==> src/rtl/scan_sel_pkg.sv <==
package scan_sel_pkg;

  localparam int IR_W = 3;

  localparam logic [IR_W-1:0] OP_EXTEST = 3'b000;
  localparam logic [IR_W-1:0] OP_IDENT  = 3'b001;
  localparam logic [IR_W-1:0] OP_SAMPZ  = 3'b010;
  localparam logic [IR_W-1:0] OP_SAMPLE = 3'b100;
  localparam logic [IR_W-1:0] OP_BYPASS = 3'b111;

  // Pattern placed in the instruction shift stage at Capture-IR
  localparam logic [IR_W-1:0] IR_CAPTURE = 3'b001;

  typedef enum logic [1:0] {
    P_BYP = 2'd0,
    P_ID  = 2'd1,
    P_BSR = 2'd2
  } path_e;

  typedef struct packed {
    path_e path;
    logic  drive_test;
    logic  force_hiz;
  } dec_t;

  function automatic dec_t decode(input logic [IR_W-1:0] code);
    dec_t d;
    d.path       = P_BYP;
    d.drive_test = 1'b0;
    d.force_hiz  = 1'b0;
    case (code)
      OP_EXTEST: begin
        d.path       = P_BSR;
        d.drive_test = 1'b1;
      end
      OP_IDENT:  d.path = P_ID;
      OP_SAMPZ: begin
        d.path      = P_BSR;
        d.force_hiz = 1'b1;
      end
      OP_SAMPLE: d.path = P_BSR;
      default:   d.path = P_BYP;  // bypass and every unused code
    endcase
    return d;
  endfunction

endpackage

==> src/rtl/scan_ir.sv <==
module scan_ir
  import scan_sel_pkg::*;
(
  input  logic            clk,
  input  logic            rst,
  input  logic            st_tlr,
  input  logic            cap,
  input  logic            shift,
  input  logic            upd,
  input  logic            tdi,
  output logic            so,
  output logic [IR_W-1:0] code
);

  logic [IR_W-1:0] sh_q;

  always_ff @(posedge clk) begin
    if (rst || st_tlr) begin
      sh_q <= IR_CAPTURE;
      code <= OP_IDENT;
    end else begin
      if (cap) begin
        sh_q <= IR_CAPTURE;
      end else if (shift) begin
        sh_q <= {tdi, sh_q[IR_W-1:1]};
      end
      if (upd) begin
        code <= sh_q;
      end
    end
  end

  assign so = sh_q[0];

endmodule

==> src/rtl/scan_dregs.sv <==
module scan_dregs
  import scan_sel_pkg::*;
#(
  parameter int          N_IN     = 8,
  parameter int          N_OUT    = 6,
  parameter int          ID_W     = 32,
  parameter logic [31:0] ID_VALUE = 32'h2B6D_7011
) (
  input  logic             clk,
  input  logic             rst,
  input  path_e            path,
  input  logic             cap,
  input  logic             shift,
  input  logic             upd,
  input  logic             tdi,
  input  logic [N_IN-1:0]  pin_in,
  input  logic [N_OUT-1:0] core_out,
  output logic             so,
  output logic [N_OUT-1:0] upd_q
);

  localparam int BSR_W = N_IN + N_OUT;

  logic             byp_q;
  logic [ID_W-1:0]  id_q;
  logic [BSR_W-1:0] bsr_q;

  always_ff @(posedge clk) begin
    if (rst) begin
      byp_q <= 1'b0;
      id_q  <= ID_VALUE[ID_W-1:0];
      bsr_q <= '0;
      upd_q <= '0;
    end else begin
      case (path)
        P_BYP: begin
          if (cap)        byp_q <= 1'b0;
          else if (shift) byp_q <= tdi;
        end
        P_ID: begin
          if (cap)        id_q <= ID_VALUE[ID_W-1:0];
          else if (shift) id_q <= {tdi, id_q[ID_W-1:1]};
        end
        default: begin
          if (cap)        bsr_q <= {core_out, pin_in};
          else if (shift) bsr_q <= {tdi, bsr_q[BSR_W-1:1]};
          if (upd)        upd_q <= bsr_q[BSR_W-1:N_IN];
        end
      endcase
    end
  end

  always_comb begin
    case (path)
      P_BYP:   so = byp_q;
      P_ID:    so = id_q[0];
      default: so = bsr_q[0];
    endcase
  end

endmodule

==> src/rtl/scan_padctl.sv <==
module scan_padctl #(
  parameter int N_OUT = 6
) (
  input  logic             clk,
  input  logic             rst,
  input  logic             drive_test,
  input  logic             force_hiz,
  input  logic [N_OUT-1:0] upd_q,
  input  logic [N_OUT-1:0] core_out,
  input  logic [N_OUT-1:0] core_oe,
  output logic [N_OUT-1:0] pad_out,
  output logic [N_OUT-1:0] pad_oe,
  output logic             hiz
);

  for (genvar g = 0; g < N_OUT; g++) begin : g_pad
    always_ff @(posedge clk) begin
      if (rst) begin
        pad_out[g] <= 1'b0;
        pad_oe[g]  <= 1'b0;
      end else if (drive_test) begin
        pad_out[g] <= upd_q[g];
        pad_oe[g]  <= 1'b1;
      end else if (force_hiz) begin
        pad_out[g] <= core_out[g];
        pad_oe[g]  <= 1'b0;
      end else begin
        pad_out[g] <= core_out[g];
        pad_oe[g]  <= core_oe[g];
      end
    end
  end

  always_ff @(posedge clk) begin
    if (rst) hiz <= 1'b0;
    else     hiz <= force_hiz;
  end

endmodule

==> src/rtl/scan_sel.sv <==
module scan_sel
  import scan_sel_pkg::*;
#(
  parameter int          N_IN     = 8,
  parameter int          N_OUT    = 6,
  parameter logic [31:0] ID_VALUE = 32'h2B6D_7011
) (
  input  logic             clk,
  input  logic             rst,
  input  logic             st_tlr,
  input  logic             st_capture_ir,
  input  logic             st_shift_ir,
  input  logic             st_update_ir,
  input  logic             st_capture_dr,
  input  logic             st_shift_dr,
  input  logic             st_update_dr,
  input  logic             tdi,
  input  logic [N_IN-1:0]  pin_in,
  input  logic [N_OUT-1:0] core_out,
  input  logic [N_OUT-1:0] core_oe,
  output logic             tdo,
  output logic [N_OUT-1:0] pad_out,
  output logic [N_OUT-1:0] pad_oe,
  output logic             hiz
);

  logic [IR_W-1:0]  ir_code;
  logic             ir_so;
  logic             dr_so;
  logic [N_OUT-1:0] upd_q;
  dec_t             dec;

  scan_ir u_ir (
    .clk   (clk),
    .rst   (rst),
    .st_tlr(st_tlr),
    .cap   (st_capture_ir),
    .shift (st_shift_ir),
    .upd   (st_update_ir),
    .tdi   (tdi),
    .so    (ir_so),
    .code  (ir_code)
  );

  assign dec = decode(ir_code);

  scan_dregs #(
    .N_IN    (N_IN),
    .N_OUT   (N_OUT),
    .ID_W    (32),
    .ID_VALUE(ID_VALUE)
  ) u_dr (
    .clk     (clk),
    .rst     (rst),
    .path    (dec.path),
    .cap     (st_capture_dr),
    .shift   (st_shift_dr),
    .upd     (st_update_dr),
    .tdi     (tdi),
    .pin_in  (pin_in),
    .core_out(core_out),
    .so      (dr_so),
    .upd_q   (upd_q)
  );

  scan_padctl #(.N_OUT(N_OUT)) u_pad (
    .clk       (clk),
    .rst       (rst),
    .drive_test(dec.drive_test),
    .force_hiz (dec.force_hiz),
    .upd_q     (upd_q),
    .core_out  (core_out),
    .core_oe   (core_oe),
    .pad_out   (pad_out),
    .pad_oe    (pad_oe),
    .hiz       (hiz)
  );

  // Serial output re-timed to the falling edge of the test clock
  always_ff @(negedge clk) begin
    if (rst)              tdo <= 1'b0;
    else if (st_shift_ir) tdo <= ir_so;
    else if (st_shift_dr) tdo <= dr_so;
    else                  tdo <= 1'b0;
  end

endmodule

==> config.mk <==
export PLATFORM = sky130hd
export DESIGN_NAME = scan_sel
export DESIGN_NICKNAME = d
export VERILOG_FILES = /design/src/rtl/scan_sel_pkg.sv /design/src/rtl/scan_ir.sv /design/src/rtl/scan_dregs.sv /design/src/rtl/scan_padctl.sv /design/src/rtl/scan_sel.sv
export SDC_FILE = /design/constraint.sdc
export NUM_CORES = 1
export LEC_CHECK = 0
export BUFFER_PORTS_ARGS = -buffer_cell sky130_fd_sc_hd__buf_2
export CAP_MARGIN = 10
export CORE_MARGIN = 2
export CORE_UTILIZATION = 35
export CTS_BUF_LIST = sky130_fd_sc_hd__clkbuf_4 sky130_fd_sc_hd__clkbuf_8
export DETAILED_ROUTE_END_ITERATION = 8
export GPL_ROUTABILITY_DRIVEN = 0
export SYNTH_ARGS = -nofsm -noshare
export SYNTH_HDL_FRONTEND = slang
export SYNTH_HIERARCHICAL = 1
export SYNTH_SLANG_ARGS = --single-unit
==> constraint.sdc <==
create_clock -name clk -period 1.7 [get_ports clk]
set_clock_uncertainty 0.2 [all_clocks]
set_input_delay 0.085 -clock clk [delete_from_list [all_inputs] [get_ports clk]]
set_output_delay 0.085 -clock clk [all_outputs]
set_load 0.02 [all_outputs]
Yosys cells after proc, flatten, opt, wreduce, memory -nomap -nowiden
Index checks and enable logic that the tools add are counted.
- bits in writable memories: 0
- latch bits: 0
- input port bits: 30
- memories: 0
- register bits: 73
- bits in read-only memories: 0
- add/subtract/negate cells: 0
- reduce and logical (&&, ||, !) cells: 11
- div/mod/pow operators: 0
- magnitude comparators: 0
- shift-type cells: 0
- $mul: 0
- equal/unequal tests: 4
- bitwise operators: 1
- muxes and demuxes: 30
- operator list (kind ; count):
    $mux W32 ; 2
    $mux W14 ; 2
    $mux W1 ; 24
    $reduce_and A2 Y1 ; 4
    $pmux W2 S2 ; 1
    $reduce_or A2 Y1 ; 2
    $eq A3 B1 Y1 const B ; 1
    $eq A3 B2 Y1 const B ; 1
    $eq A3 B3 Y1 const B ; 1
    $logic_not A3 Y1 ; 1
    $reduce_or A3 Y1 ; 1
    $eq A2 B1 Y1 const B ; 1
    $logic_not A2 Y1 ; 1
    $pmux W1 S2 ; 1
    $reduce_bool A2 Y1 ; 1
    $logic_or A1 B1 Y1 ; 1
    $not A1 Y1 ; 1

Depth between registers and ports, before layout
Gate-level depths: netlist (run 1).
- depth after elaboration: 7
- depth in mapped cells: 6
- depth with buffers taken out: 5

Hierarchy
Netlist (run 1), hierarchy kept.
- by module, submodules not included (module ; cells an instance ; area each (um2) ; sequential area each (um2) ; times used):
    scan_dregs ; 251 ; 2442.3 ; 1061.0 ; 1
    scan_padctl ; 41 ; 436.7 ; 260.2 ; 1
    scan_ir ; 20 ; 224.0 ; 120.1 ; 1
    scan_sel ; 9 ; 65.1 ; 20.0 ; 1

==> metrics.txt, run 1 <==
status=finished with violations; failing checks=setup timing; Cells after DPL=between 400 and 500; pin count of the biggest net entering global routing=85; area growth from synthesis to layout=28.8%; R2R depth=5; Antenna Nets Post-Route=0; Comb power frac=10.6%; # IOs=44; TritonCTS clock tree=built; vias=between 2000 and 3000; worst-skew pair later-pin latency=around 0.35 ns; NetSw=0.874 mW; register area=between 1000 and 1500 sq um; total CTS buffers=9; Critical Path End=tdo; worst endpoint required time=just over 0.9 ns; DPL Wire Length=4.02 mm; Critical R2R Launch=u_ir/code[1]; gr ovfl total=0; Setup crit end kind=flop; Total GRT Usage=14.2%; total wire length=roughly 6.6 mm; clock power share=38.6%; most common cell in the synthesized netlist=dfxtp_1; DR pass1 iterations=4; slowest stage delay, CP=about 0.34 ns; post-synth top area cell=dfxtp_1; flip-flop and latch count after synthesis=between 70 and 80; worst vdd ir=about 0.43 mV; Yosys top cell area share=between 40% and 50%; postcts setup bufs=0; wire per inst=approximately 13 microns; # diodes=0; initial antenna violation count=0; WP data arrival=1.35 ns; layout cells sized above 1=28.9%; reg2reg end=tdo; routed vias/inst=just under 5; CP Cell Sequence=nor3b_4, mux2i_1, o21ai_1, nand3b_1, a21oi_2; clk buf depth=2; Pwr Density=about 860 nW/um^2; Main synth FF type=dfxtp_1; PortBufs=43; number of global-route vias before repair=between 2000 and 2500; hold_sp=rst; Seq/Total Area, Yosys=between 40 and 50%; Hold Fails Final Rpt=0; final worst slack=-0.429 ns; Syn Area/Cell=between 9 and 10 sq um; Leakage=between 1.5 and 2 nW; multi-input logic area=~1500 sq um; max-slew violations=0; Pint=~2.6 mW; CP max stage cell=dfxtp_2; Initial DRC Count=~130; WS Path Type=reg2reg; Worst-path clk slew=0.08 ns; Worst Tran Pin Value=about 1.0 ns; filler cell count=a little over 800; CP startpoint kind=flop; die height=99.1 microns; Root Driver=clkbuf_8; core area=8760 sq um; DRC viols=0; CTS Sinks=73; R2R Setup Slk=-0.43 ns; Net Sw Frac=24.9%; CTS H-tree depth=3; Max-slew headroom=approximately 30%; Die Area=9830 sq um; Cell variety after synth=31; Flop pwr share=approximately 50%; setup violators final=28; Synth top cells by count=73 x dfxtp_1, 42 x a21oi_1, 32 x mux2i_1; maxcap violations=0; Hold Crit Class=in2reg; Setup crit start=u_ir/code[1]; Die Span X=slightly below 100 microns; Initial Util=between 30 and 40%; Yosys warnings=6; number of synthesized flops with an enable pin=0; Util after Layout=46.6%; Final nets=between 400 and 500; row cnt=34; cell area after layout=between 4000 and 5000 sq um; pre-CTS setup slack=-0.446 ns; Post-Syn Instances=roughly 320; Max Fanout on Critical Path=2; synth top area cells=dfxtp_1 46%, mux2i_1 10%, a21oi_1 6.6%; syn_nets=~350; Finished Layout Cells=roughly 500; RSZ-0062 raised after global routing=true; Post-synth ARST share=0%; first-pass GRT wire length=about 11 mm; synthesized area=3170 sq um; placed cell area=~3600 sq um
==> registers in the layout, summed over array words and instances (netlist names) <==
name,cells
tdo,1
u_ir/sh_q,3
u_pad/hiz,1
u_ir/code,3
u_dr/upd_q,6
u_dr/id_q,32
u_pad/pad_oe,6
u_dr/byp_q,1
u_dr/bsr_q,14
u_pad/pad_out,6
==> final cells by class <==
cell class	count	area share, %
Multi-Input combinational cell	218	36.9
Inverter	1	0.0920
Tap cell	108	3.31
Clock inverter	7	1.75
Sequential cell	73	36.0
Clock buffer	10	3.22
Timing Repair Buffer	96	18.7
==> per-layer routing <==
| layer | track usage, % | vias to the layer above | wire (microns) |
|---|---|---|---|
| met5 | 0 | - | 0 |
| met4 | 6.74 | 0 | 132 |
| met3 | 3.44 | 10 | 281 |
| met2 | 22.1 | 51 | 3010 |
| met1 | 18.6 | 1168 | 3230 |
| li1 | - | 1313 | - |
==> power by group through the flow <==
stage          Sequential (mW)  Combinational, mW  Clock (mW)
6_report                  1.78              0.373        1.36
5_1_grt                   1.79              0.409        1.47
4_1_cts                   1.78              0.371        1.40
3_5_place_dp              1.82              0.319     0.00736
3_3_place_gp              1.82              0.316     0.00736
2_1_floorplan             1.84              0.194     0.00736
==> how the worst min path moves through the flow <==
stage	to	slack (ns)	cells after the start
floorplan	u_pad/pad_oe[0]	-0.05	1
global placement	u_ir/sh_q[0]	0.1	3
detailed placement	u_ir/sh_q[0]	0.08	3
CTS	u_pad/pad_out[4]	0.04	3
global route	u_pad/pad_out[1]	0.07	3
finish	u_pad/hiz	0.05	3
==> critical path: cells and delay by family, from the launching register on <==
kind,cells,cell delay (ns)
multiplexers,1,0.21
AO/OA/AOI/OAI,2,0.14
flip-flops,1,0.34
AND/OR/NAND/NOR,2,0.32
==> stage by stage <==
stage | power, mW | hold slack, ns | TNS [ns]
floorplan | 2.04 | -0.0459 | -0.463
global placement | 2.14 | 0.0986 | -1.13
detailed placement | 2.15 | 0.0847 | -1.88
CTS | 3.56 | 0.0442 | -1.96
global route | 3.67 | 0.0730 | -6.07
finish | 3.51 | 0.0472 | -1.49
==> logic make-up (layout without fill, tap and decap cells) <==
logic type | Yosys count | in the layout | synth area share [%]
mux | 32 | 32 | 10.1
compound gates | 85 | 85 | 17.7
buf+inv | 31 | 114 | 7.74
flops | 73 | 73 | 46.1
simple gates | 100 | 101 | 18.3
==> cell usage in the layout, fill, tap and decap left out, types with 7 or more instances in the layout <==
cell type / n
buf_2: 42
nand4b_1: 17
a211oi_2: 15
dfxtp_1: 70
nand3_1: 8
a211oi_1: 7
nor2_1: 23
buf_4: 19
dlygate4sd3_1: 28
a21oi_1: 40
mux2i_1: 32
clkbuf_8: 9
o21ai_0: 8
nor3_1: 17
nand2_1: 11
o21ai_1: 11
==> repair_timing <==
item / in CTS / in global routing
gates resized for setup: 3 / 1
endpoints found under the setup margin: 41 / 49
gates cloned: 0 / 1
endpoints found under the hold margin: 39 / 0
pin swaps: 0 / 1
hold buffers: 29 / 0
Power figures use the tool's default switching activity.
==> run 2, diff against run 1 <==
Settings changed: CELL_PAD_IN_SITES_DETAIL_PLACEMENT from default to 1, CELL_PAD_IN_SITES_GLOBAL_PLACEMENT from default to 1, PLACE_DENSITY_LB_ADDON from default to 0.1.
==> metrics.txt, run 2 (synthesized netlist as in run 1, its figures left out) <==
first-pass GRT wire length=13.4 mm (+18%); maxcap violations=0 (unchanged); Hold Fails Final Rpt=0 (unchanged); Leakage=1.76 nW (+11%); Setup crit end kind=flop; Pint=2.64 mW (+0.17%); gr ovfl total=0 (unchanged); cell depth of the worst setup path=5 (unchanged); Net Sw Frac=26.1% (+1.2 points); pin count of the biggest net entering global routing=85 (unchanged); CP Cell Sequence=nor3b_4, mux2i_1, o21ai_1, nand3b_1, a21oi_2; number of global-route vias before repair=2732 (+14%); Critical Path End=tdo; worst hold slack=0.0662 ns (+0.0191 ns); vias=2698 (+6.1%); Root Driver=clkbuf_8; Initial Util=36.2% (unchanged); Flop pwr share=50.0% (-0.8 points); Total GRT Usage=16.8% (+2.6 points); max FFs per register=32 (unchanged); Util after Layout=50.3% (+3.7 points); slowest stage delay, CP=0.34 ns (about the same); core area=8760 sq um (unchanged); Final nets=449 (+4.4%); max-slew violations=0 (unchanged); layout cells sized above 1=34.4% (+5.5 points); CP startpoint kind=flop; Comb power frac=11.4% (+0.8 points); DPL Wire Length=4.80 mm (+19%); Die Span X=99.1 microns (unchanged); worst vdd ir=0.349 mV (-18%); CP max stage cell=dfxtp_2; CTS Sinks=73 (unchanged); clock power share=38.6% (about the same); # diodes=0 (unchanged); Antenna Nets Post-Route=0 (unchanged); # IOs=44 (unchanged); worst endpoint required time=0.92 ns (about the same); DR pass1 iterations=4 (unchanged); Critical path buffers and inverters=0 (unchanged); Die Area=9830 sq um (unchanged); RSZ-0062 raised after global routing=true; status=finished with violations; Initial DRC Count=112 (-16%); row cnt=34 (unchanged); WP data arrival=1.35 ns (about the same); wire per inst=15.6 microns (+21%); Worst Tran Pin Value=1.28 ns (+0.247 ns); setup violators final=33 (+18%); R2R depth=5 (unchanged); Crit path max-delay family=flip-flops; clk buf depth=2 (unchanged); most frequent cells in the layout=70 x dfxtp_1, 42 x buf_2, 37 x a21oi_1; Pwr Density=811 nW/um^2 (-5.8%); CTS H-tree depth=3 (unchanged); NetSw=0.931 mW (+6.5%); reg2reg end=tdo; failing checks=setup timing; Largest Register=u_dr/id_q; Max Fanout on Critical Path=2 (unchanged); total CTS buffers=9 (unchanged); PortBufs=43 (unchanged); WS Path Type=reg2reg; Worst-path clk slew=0.07 ns (about the same); R2R Setup Slk=-0.43 ns (about the same); Critical R2R Launch=u_ir/code[1]; DRC viols=0 (unchanged); initial antenna violation count=0 (unchanged); area growth from synthesis to layout=39.1%; final worst slack=-0.432 ns (-0.00296 ns); Hold Crit Class=in2reg; Max-slew headroom=14.1% (-17 points); worst-skew pair later-pin latency=0.34 ns (about the same); die height=99.1 microns (unchanged); TritonCTS clock tree=built; total wire length=8.32 mm (+25%); commonest non-fill, non-tap cell in the layout=dfxtp_1; Setup crit start=u_ir/code[1]; Regs by FF count=u_dr/id_q (32), u_dr/bsr_q (14); routed vias/inst=5.07 (+2.3%)
==> run 2: cell count changes in the layout (fill, tap and decap cells not counted), sizes merged <==
cell / previous run / this run
buf: 68 / 83
clkbuf: 10 / 12
bufbuf: 0 / 1
inv: 3 / 4
==> run 2: power by group through the flow <==
stage / Clock (mW) / Combinational [mW] / Sequential (mW)
3_5_place_dp: 0.00736 / 0.328 / 1.82
5_1_grt: 1.51 / 0.444 / 1.79
4_1_cts: 1.43 / 0.391 / 1.78
2_1_floorplan: 0.00736 / 0.194 / 1.84
3_3_place_gp: 0.00736 / 0.324 / 1.82
6_report: 1.38 / 0.409 / 1.79
==> run 2: worst min path at each step <==
stage | depth (start not counted) | start | slack (ns) | to
floorplan | 1 | rst | -0.05 | u_pad/pad_oe[0]
global placement | 3 | st_capture_ir | 0.09 | u_ir/sh_q[0]
detailed placement | 3 | st_capture_ir | 0.09 | u_ir/sh_q[0]
CTS | 3 | rst | 0.07 | u_pad/pad_out[1]
global route | 3 | rst | 0.1 | u_pad/pad_oe[5]
finish | 3 | rst | 0.07 | u_pad/hiz
==> run 2: metrics by stage <==
stage               setup TNS [ns]  total power [mW]  setup WS [ns]  std cells  cell area, sq um
floorplan                   -0.463              2.04         -0.463        321              3210
global placement             -2.23              2.15         -0.410        471              3560
detailed placement           -3.73              2.16         -0.460        471              3560
CTS                          -2.78              3.61         -0.419        520              4160
global route                 -6.56              3.75         -0.530        532              4410
finish                       -2.77              3.57         -0.432        532              4410
==> run 2: area by class of cell <==
cell class,count,area (sq um)
timing repair buffer,115,1020
fill,979,4360
tap,108,135
clock inverter,8,81.3
clock buffer,9,124
sequential,73,1470
inverter,1,3.75
multi-input combinational,218,1570
==> run 2: metal layers <==
layer | vias to the layer above | track usage [%] | part of all wire (%)
met5 | - | 0 | 0
met4 | 0 | 5.06 | 1.1
met3 | 8 | 3.16 | 3.3
met2 | 46 | 26.7 | 46
met1 | 1295 | 23.4 | 50
li1 | 1349 | - | -
==> run 2: worst min-delay path, cell delays in order <==
cell and delay, ns:
buf_2 0.13, buf_12 0.21, nor2b_1 0.14
==> run 2: timing repair <==
action,in CTS,in global routing
gates resized for setup,8,32
cloned,3,3
endpoints found under the setup margin,44,52
pin swaps,5,28
hold buffers,28,0
buffers inserted,3,10
endpoints found under the hold margin,38,0
==> run 3, diff against run 2 <==
Settings changed: CORE_MARGIN 2 to 5.
==> metrics.txt, run 3 (synthesized netlist as in run 1, its figures left out) <==
core area=8760 sq um (unchanged); max FFs per register=32 (unchanged); hold_sp=rst; Pint=2.65 mW (+0.44%); Max-slew headroom=35.7% (+22 points); Total GRT Usage=15.4% (-1.4 points); # diodes=0 (unchanged); Pwr Density=829 nW/um^2 (+2.2%); clk buf depth=2 (unchanged); Regs by FF count=u_dr/id_q (32), u_dr/bsr_q (14); Max Fanout on Critical Path=2 (unchanged); Cells after DPL=470 (-0.21%); die height=105 microns (+6.1%); Initial Util=36.2% (unchanged); Finished Layout Cells=531 (-0.19%); Largest Register=u_dr/id_q; routed vias/inst=5.04 (-0.67%); Comb power frac=11.5% (about the same); Hold Fails Final Rpt=0 (unchanged); # IOs=44 (unchanged); initial antenna violation count=0 (unchanged); Setup crit end kind=flop; layout cells sized above 1=32.6% (-1.8 points); Worst Tran Pin Value=0.961 ns (-0.324 ns); NetSw=0.954 mW (+2.4%); Setup crit start=u_ir/code[1]; worst-skew pair later-pin latency=0.35 ns (about the same); Net Sw Frac=26.4% (+0.38 points); Initial DRC Count=51 (-54%); Final nets=448 (-0.22%); total power=3.61 mW (+0.97%); WP data arrival=1.36 ns (about the same); CP max stage cell=dfxtp_2; vias=2675 (-0.85%); worst hold slack=0.0519 ns (-0.0144 ns); clock power share=39.0% (+0.4 points); gr ovfl total=0 (unchanged); wire per inst=16.1 microns (+2.6%); area growth from synthesis to layout=37.4%; failing checks=setup timing; pin count of the biggest net entering global routing=85 (unchanged); CTS Sinks=73 (unchanged); Critical R2R Launch=u_ir/code[1]; DPL Wire Length=4.96 mm (+3.4%); CTS H-tree depth=3 (unchanged); number of global-route vias before repair=2722 (-0.37%); most frequent cells in the layout=70 x dfxtp_1, 42 x buf_2, 40 x a21oi_1; worst vdd ir=0.445 mV (+27%); Util after Layout=49.7% (-0.63 points); RSZ-0062 raised after global routing=true; CP Cell Sequence=nor3b_4, mux2i_1, o21ai_1, nand3b_1, a21oi_1; status=finished with violations; DRC viols=0 (unchanged); slowest stage delay, CP=0.34 ns (about the same); max-slew violations=0 (unchanged); Root Driver=clkbuf_8; DR pass1 iterations=4 (unchanged); CP startpoint kind=flop; R2R depth=5 (unchanged); setup violators final=9 (-73%); total CTS buffers=9 (unchanged); R2R Setup Slk=-0.44 ns (about the same); Die Span X=105 microns (+6.1%); Die Area=11100 sq um (+12%); total wire length=8.53 mm (+2.4%); Hold Crit Class=in2reg; Flop pwr share=49.5% (-0.5 points); maxcap violations=0 (unchanged); row cnt=34 (unchanged); reg2reg end=tdo; final worst slack=-0.435 ns (-0.00302 ns); Antenna Nets Post-Route=0 (unchanged); WS Path Type=reg2reg; TritonCTS clock tree=built; commonest non-fill, non-tap cell in the layout=dfxtp_1; Critical Path End=tdo; Leakage=1.73 nW (-1.5%); PortBufs=43 (unchanged); first-pass GRT wire length=13.8 mm (+3.2%); worst endpoint required time=0.92 ns (about the same); Worst-path clk slew=0.09 ns (+0.02 ns)
[run 3: cell type report]
class | count | area [sq um]
Fill cell | 987 | 4410
Multi-Input combinational cell | 217 | 1510
Sequential cell | 73 | 1470
Timing Repair Buffer | 115 | 1030
Tap cell | 108 | 135
Clock buffer | 9 | 124
Clock inverter | 8 | 81.3
Inverter | 1 | 3.75
[run 3: routing by layer]
layer	vias to the layer above	global-route usage, %	share of wire [%]
met5	-	0	0
met4	0	4.93	1.1
met3	11	4.07	4.1
met2	45	23.7	44
met1	1269	21.0	50
li1	1350	-	-
[run 3: stage by stage]
step                      setup TNS, ns  worst slack [ns]  cell area [sq um]
after floorplan                  -0.463            -0.463               3210
after global placement            -1.71            -0.416               3560
after detailed placement          -3.38            -0.463               3560
after CTS                         -2.99            -0.441               4240
after global routing              -3.24            -0.509               4350
final                            -0.869            -0.435               4350
[run 3: power groups by stage]
stage / logic (mW) / clock network [mW] / registers (mW)
2_1_floorplan: 0.194 / 0.00736 / 1.84
3_5_place_dp: 0.331 / 0.00736 / 1.82
4_1_cts: 0.408 / 1.45 / 1.79
6_report: 0.414 / 1.41 / 1.79
5_1_grt: 0.450 / 1.54 / 1.79
3_3_place_gp: 0.326 / 0.00736 / 1.82
[run 3: worst min-delay path by stage]
| stage | end | cells past startpoint |
|---|---|---|
| final | u_pad/pad_out[1] | 3 |
| after global routing | u_pad/pad_out[4] | 3 |
| after CTS | u_pad/pad_out[1] | 3 |
| after detailed placement | u_ir/sh_q[0] | 3 |
| after global placement | u_ir/sh_q[0] | 3 |
| after floorplan | u_pad/pad_oe[0] | 1 |
[run 3: worst max-delay path, delay by kind of cell (launching register included)]
kind            cells  cell delay [ns]
flops               1             0.34
simple gates        2             0.29
mux                 1             0.22
compound gates      2             0.15
[run 3: timing repair]
action / CTS / global route
gates resized for setup: 9 / 14
pin swaps: 5 / 22
setup buffers: 8 / 5
endpoints found under the setup margin: 46 / 47
hold endpoints to repair: 40 / 0
cloned: 3 / 2
hold buffers: 29 / 0
